File: config.mk
export PLATFORM = sky130hd
export DESIGN_NAME = pwm_dither_core
export DESIGN_NICKNAME = d
export VERILOG_FILES = /design/src/rtl/pwm_dither_pkg.sv /design/src/rtl/pwm_dither_tri.sv /design/src/rtl/pwm_period_tmr.sv /design/src/rtl/pwm_gate_ctl.sv /design/src/rtl/pwm_dither_core.sv
export SDC_FILE = /design/constraint.sdc
export NUM_CORES = 1
export LEC_CHECK = 0
export ABC_AREA = 1
export BUFFER_PORTS_ARGS = -buffer_cell sky130_fd_sc_hd__buf_2
export CORE_MARGIN = 8
export CORE_UTILIZATION = 60
export DETAILED_ROUTE_END_ITERATION = 10
export PLACE_DENSITY_LB_ADDON = 0.15
export SETUP_SLACK_MARGIN = 0.1
export SLEW_MARGIN = 0
export SYNTH_ARGS = -nofsm -noshare
export SYNTH_HDL_FRONTEND = slang
export SYNTH_SLANG_ARGS = --single-unit
export TNS_END_PERCENT = 50
File: constraint.sdc
create_clock -name clk -period 4.6 [get_ports clk]
set_input_delay 1.38 -clock clk [delete_from_list [all_inputs] [get_ports clk]]
set_output_delay 1.38 -clock clk [all_outputs]
set_load 0.01 [all_outputs]
File: src/rtl/pwm_dither_pkg.sv
package pwm_dither_pkg;

    localparam int CNT_W = 16;

    typedef logic [CNT_W-1:0] per_t;

    typedef enum logic {DIR_UP = 1'b0, DIR_DN = 1'b1} dir_e;

    typedef struct packed {
        per_t cnt;
        per_t per;
        logic tick;
    } tmr_s;

    // dither value scaled by 1.25
    function automatic per_t dscale(input per_t d);
        return d + (d >> 2);
    endfunction

    // floor(3*p/4) without overflow
    function automatic per_t duty_cap(input per_t p);
        logic [CNT_W+1:0] t;
        t = {2'b00, p} + {1'b0, p, 1'b0};
        t = t >> 2;
        return t[CNT_W-1:0];
    endfunction

endpackage

File: src/rtl/pwm_dither_tri.sv
module pwm_dither_tri
    import pwm_dither_pkg::*;
#(
    parameter int DITH_HALF = 74
) (
    input  logic clk,
    input  logic rst,
    input  logic step,
    output per_t d
);
    localparam per_t TOP = per_t'(2 * DITH_HALF);

    dir_e dir;

    always_ff @(posedge clk) begin
        if (rst) begin
            d   <= '0;
            dir <= DIR_UP;
        end else if (step) begin
            if (dir == DIR_UP) begin
                if (d == TOP) begin
                    dir <= DIR_DN;
                    d   <= d - 1'b1;
                end else begin
                    d <= d + 1'b1;
                end
            end else begin
                if (d == '0) begin
                    dir <= DIR_UP;
                    d   <= per_t'(1);
                end else begin
                    d <= d - 1'b1;
                end
            end
        end
    end

    p_range_r3: assert property (@(posedge clk) disable iff (rst) d <= TOP);
    p_step_r3: assert property (@(posedge clk) disable iff (rst)
        step |=> (d == $past(d) + 1'b1) || (d == $past(d) - 1'b1));
    p_hold_r3: assert property (@(posedge clk) disable iff (rst)
        !step |=> $stable(d));

endmodule

File: src/rtl/pwm_period_tmr.sv
module pwm_period_tmr
    import pwm_dither_pkg::*;
#(
    parameter int NOM_PERIOD = 1538,
    parameter int DITH_HALF  = 74
) (
    input  logic clk,
    input  logic rst,
    input  per_t d,
    input  per_t floor_period,
    output tmr_s tmr
);
    localparam per_t BASE = per_t'(NOM_PERIOD - DITH_HALF - DITH_HALF / 4);

    per_t cnt, per, dith_per, per_next;
    logic tick;

    always_comb begin
        tick     = (cnt == per - 1'b1);
        dith_per = BASE + dscale(d);
        per_next = (floor_period > dith_per) ? floor_period : dith_per;
    end

    always_ff @(posedge clk) begin
        if (rst) begin
            cnt <= BASE - 1'b1;
            per <= BASE;
        end else if (tick) begin
            cnt <= '0;
            per <= per_next;
        end else begin
            cnt <= cnt + 1'b1;
        end
    end

    assign tmr = '{cnt: cnt, per: per, tick: tick};

    p_cnt_in_r2: assert property (@(posedge clk) disable iff (rst) cnt < per);
    p_floor_r2: assert property (@(posedge clk) disable iff (rst)
        tick |=> per >= $past(floor_period));
    p_restart_r2: assert property (@(posedge clk) disable iff (rst)
        tick |=> cnt == '0);

endmodule

File: src/rtl/pwm_gate_ctl.sv
module pwm_gate_ctl
    import pwm_dither_pkg::*;
#(
    parameter int BLANK_CLK = 25
) (
    input  logic clk,
    input  logic rst,
    input  tmr_s tmr,
    input  logic en,
    input  logic trip,
    output logic gate,
    output logic strobe
);
    localparam per_t BLANK = per_t'(BLANK_CLK);

    per_t cap, nxt;
    logic trip_live;

    always_comb begin
        cap       = duty_cap(tmr.per);
        nxt       = tmr.cnt + 1'b1;
        trip_live = trip && (tmr.cnt >= BLANK);
    end

    always_ff @(posedge clk) begin
        if (rst) begin
            gate   <= 1'b0;
            strobe <= 1'b0;
        end else begin
            strobe <= tmr.tick;
            if (tmr.tick)
                gate <= en;
            else if (!en || (nxt >= cap) || trip_live)
                gate <= 1'b0;
        end
    end

    p_cap_r6: assert property (@(posedge clk) disable iff (rst)
        gate |-> tmr.cnt < cap);
    p_en_off_r9: assert property (@(posedge clk) disable iff (rst)
        !en |=> !gate);
    p_trip_end_r8: assert property (@(posedge clk) disable iff (rst)
        (gate && trip && tmr.cnt >= BLANK && !tmr.tick) |=> !gate);
    p_blank_hold_r7: assert property (@(posedge clk) disable iff (rst)
        (gate && en && !tmr.tick && nxt < cap && tmr.cnt < BLANK) |=> gate);

endmodule

File: src/rtl/pwm_dither_core.sv
module pwm_dither_core
    import pwm_dither_pkg::*;
#(
    parameter int NOM_PERIOD = 1538,
    parameter int DITH_HALF  = 74,
    parameter int BLANK_CLK  = 25
) (
    input  logic             clk,
    input  logic             rst,
    input  logic             sw_en,
    input  logic             cs_trip,
    input  logic [CNT_W-1:0] floor_period,
    output logic             gate_on,
    output logic             cyc_start
);
    per_t d;
    tmr_s tmr;

    pwm_dither_tri #(.DITH_HALF(DITH_HALF)) u_tri (
        .clk  (clk),
        .rst  (rst),
        .step (tmr.tick),
        .d    (d)
    );

    pwm_period_tmr #(.NOM_PERIOD(NOM_PERIOD), .DITH_HALF(DITH_HALF)) u_tmr (
        .clk          (clk),
        .rst          (rst),
        .d            (d),
        .floor_period (floor_period),
        .tmr          (tmr)
    );

    pwm_gate_ctl #(.BLANK_CLK(BLANK_CLK)) u_gate (
        .clk    (clk),
        .rst    (rst),
        .tmr    (tmr),
        .en     (sw_en),
        .trip   (cs_trip),
        .gate   (gate_on),
        .strobe (cyc_start)
    );

    p_rise_r5: assert property (@(posedge clk) disable iff (rst)
        $rose(gate_on) |-> cyc_start);
    p_strobe_single_r4: assert property (@(posedge clk) disable iff (rst)
        cyc_start |=> !cyc_start);

endmodule

==> results.json <==
{
  "run_status": "finished clean",
  "finalSetupViolations": 0,
  "wl_per_cell_um": 12.9,
  "insertedDiodeCount": 0,
  "clock_tree.htree_level_count": 2,
  "fin_tns_setup_ps": 0,
  "core-area_um2": 10300,
  "synth_async_sr_flop_share": 0,
  "ioPinCount": 22,
  "maximum_fanout_along_the_worst_path": 14,
  "post_synth.cell_area_avg_um2": 6.30,
  "worst_hold_startpoint": "u_gate.gate",
  "hold_path.class": "flop to flop",
  "synth_ff_type": "sky130_fd_sc_hd__dfxtp_1",
  "place.gp.congestion": 0.916,
  "crit_start": "u_tri.d[3]",
  "grt_antenna_before_repair": 0,
  "drt-initial-drc-count": 438,
  "grt_max_degree": 44,
  "ys_ff_latch": 51,
  "number_of_global_route_vias_before_repair": 5907,
  "drive_above_1_share": 0.0491,
  "peakVddDrop_v": 0.000301,
  "area.sequential_um2": 1020,
  "synth_sequential_area_ratio": 0.161,
  "grt_setup_unrepaired": "no",
  "arrival_ps": 4300,
  "floorplan.die_area_um2": 14100,
  "drt_drc_violations_left": 0,
  "worstPathRequired_ps": 4880,
  "antenna_violating_nets_post_route": 0,
  "worst_slew_margin_rel": 0.388,
  "buffer_ports.inserted": 21,
  "rr_worst_depth": 23,
  "p_leak_nw": 3.60,
  "dr.pass1.iters": 5,
  "net-switching-power_w": 0.00172,
  "placement_rows": 37,
  "clk_pin_slew_ps": 100,
  "layout.filler_cells": 1007,
  "power_report.internal_total_w": 0.00142,
  "wl_mm": 14.9,
  "finalWorstPathRequiredPeriod_ps": 4020,
  "maxCapViolCount": 0,
  "share_of_power_burned_in_combinational_logic": 0.706,
  "timing.fmax_ghz": 0.249,
  "r2r_slack_ps": 580,
  "postSynthCellCount": 1008,
  "grt_pass1_wl_mm": 26.0,
  "multiInputGateArea_um2": 4670,
  "tritoncts_clock_tree": "built",
  "area_delta_synth_final_pct": 4.51,
  "synth-edff-count": 0,
  "layout_utilization": 0.643,
  "tightestPinTransition_ps": 915,
  "power.share.clock": 0.090,
  "cts-root-buf": "sky130_fd_sc_hd__clkbuf_8",
  "die-width_um": 119,
  "skew_final_ps": 10.3,
  "clk_path_buf_depth": 2,
  "timing.rr.start": "u_tri.d[3]",
  "critical_path_sink_type": "flop",
  "die_h_um": 119,
  "synthesis.nets": 1131,
  "power.share.switching": 0.549,
  "route.detailed.vias_per_inst": 5.29,
  "numClockSinks": 51,
  "synthesis.yosys.warnings": 0,
  "vias": 6105,
  "cts_buffers": 5,
  "report.final.hold_viol_count": 0,
  "part_of_the_cycle_the_worst_path_needs": 0.874,
  "post_synth_num_cell_types": 40,
  "seq_power_share": 0.204,
  "insertion_delay_ps": 340,
  "syn-cell-area_um2": 6350,
  "hold-path-cell-count": 2,
  "layout.cells.most_common_list": "sky130_fd_sc_hd__nand2_1, sky130_fd_sc_hd__inv_1, sky130_fd_sc_hd__ha_1",
  "grt_overflow_total": 0,
  "hpwlAfterDp_mm": 12.3,
  "global_route.usage.total": 0.217,
  "critical_path.startpoint_type": "flop",
  "final_max_slew_viols": 0,
  "floorplan.initialDensity": 0.615,
  "worstSetupPathType": "flop to flop",
  "power_density_nw_per_um2": 473,
  "most_frequent_standard_cell_in_the_layout_excluding_fill_and_tap_cells": "sky130_fd_sc_hd__nand2_1",
  "final_nets": 1140
}
power groups by stage:
stage / registers [W] / clock network (W) / logic, W
3_3_place_gp: 0.000649 / 0 / 0.00217
3_5_place_dp: 0.000652 / 0 / 0.00222
4_1_cts: 0.000641 / 0.000287 / 0.00222
5_1_grt: 0.000655 / 0.000305 / 0.00252
6_report: 0.000642 / 0.000283 / 0.00222
2_1_floorplan: 0.000609 / 0 / 0.00177
final timing paths:
check                  to
max reg2reg  u_tmr.per[4]
min reg2reg   u_gate.gate
max          u_tmr.per[4]
min           u_gate.gate
cell families (layout without fill, tap and decap cells):
family	after synthesis	in the layout	synth area share
flops	51	51	0.161
compound gates	104	104	0.0873
buf+inv	171	181	0.105
fa+ha+maj	103	103	0.205
simple gates	513	513	0.351
xor+xnor	66	66	0.0910
timing repair:
item                       CTS  global route
gates resized for setup      0             3
setup endpoints to repair    0            12
buffers inserted             0             0
hold buffers                 0             0
worst max-delay path: stages, from the launching register on:
cell                      delay [ps]
sky130_fd_sc_hd__dfxtp_1         460
sky130_fd_sc_hd__inv_1           140
sky130_fd_sc_hd__ha_1            290
sky130_fd_sc_hd__inv_1            40
sky130_fd_sc_hd__ha_1            240
sky130_fd_sc_hd__fa_1            410
sky130_fd_sc_hd__nand3_1         100
sky130_fd_sc_hd__nand2_1          90
sky130_fd_sc_hd__nand2_1          70
sky130_fd_sc_hd__nand2_1          90
sky130_fd_sc_hd__nand2_1         100
sky130_fd_sc_hd__nand2_1          70
sky130_fd_sc_hd__xor2_1          140
sky130_fd_sc_hd__inv_1            70
sky130_fd_sc_hd__ha_1            290
sky130_fd_sc_hd__nand2_1          60
sky130_fd_sc_hd__nor4_2          330
sky130_fd_sc_hd__nand3_2         260
sky130_fd_sc_hd__nand2_4         190
sky130_fd_sc_hd__buf_4           210
sky130_fd_sc_hd__nor2_1           60
sky130_fd_sc_hd__a21oi_1         120
sky130_fd_sc_hd__nand2_1          70
sky130_fd_sc_hd__nand2_1          70
cells in the mapped netlist (3+ instances only):
cell type / number / area (um^2)
sky130_fd_sc_hd__nand3b_1: 3 / 22.5
sky130_fd_sc_hd__nand4_1: 12 / 75.1
sky130_fd_sc_hd__o21bai_1: 4 / 30.0
sky130_fd_sc_hd__inv_1: 145 / 544
sky130_fd_sc_hd__buf_2: 7 / 35.0
sky130_fd_sc_hd__ha_1: 101 / 1260
sky130_fd_sc_hd__dfxtp_1: 51 / 1020
sky130_fd_sc_hd__nand3_1: 99 / 495
sky130_fd_sc_hd__o21ai_0: 33 / 165
sky130_fd_sc_hd__a21oi_1: 56 / 280
sky130_fd_sc_hd__nor2_1: 71 / 267
sky130_fd_sc_hd__nor4_1: 4 / 25.0
sky130_fd_sc_hd__xnor2_1: 14 / 123
sky130_fd_sc_hd__a31oi_1: 4 / 25.0
sky130_fd_sc_hd__nor3_2: 3 / 30.0
sky130_fd_sc_hd__nand2_1: 291 / 1090
sky130_fd_sc_hd__clkbuf_1: 10 / 37.5
sky130_fd_sc_hd__nor3_1: 17 / 85.1
sky130_fd_sc_hd__xor2_1: 52 / 455
sky130_fd_sc_hd__inv_2: 4 / 15.0
cell type report:
cell class,count,share of cell area
multi-input combinational,786,0.704
clock buffer,6,0.0109
tap,136,0.0256
clock inverter,2,0.00245
sequential,51,0.154
timing repair buffer,23,0.0181
inverter,150,0.0848
sequential cells by signal, summed over array words and instances, names as in the netlist:
| name | flops |
|---|---|
| u_tmr.cnt | 16 |
| u_tmr.per | 16 |
| u_tri.d | 16 |
| u_gate.gate | 1 |
| u_gate.strobe | 1 |
| u_tri.dir | 1 |
layer usage:
metal | up-vias | routed length, um | track usage
li1 | 3250 | - | -
met3 | 24 | 505 | 0.0354
met4 | 0 | 296 | 0.0664
met1 | 2741 | 6690 | 0.252
met2 | 90 | 7450 | 0.399
met5 | - | 0 | 0
per-stage QoR:
stage / area, um^2 / worst slack, ps / cells / hold slack (ps) / power, W
floorplan: 6350 / 944 / 1008 / 477 / 0.00237
global placement: 6540 / 575 / 1146 / 468 / 0.00282
detailed placement: 6540 / 451 / 1146 / 473 / 0.00287
CTS: 6630 / 428 / 1154 / 487 / 0.00315
global route: 6640 / 99.6 / 1154 / 517 / 0.00348
finish: 6640 / 580 / 1154 / 492 / 0.00314
No activity file was read; power rests on OpenSTA's default activity.
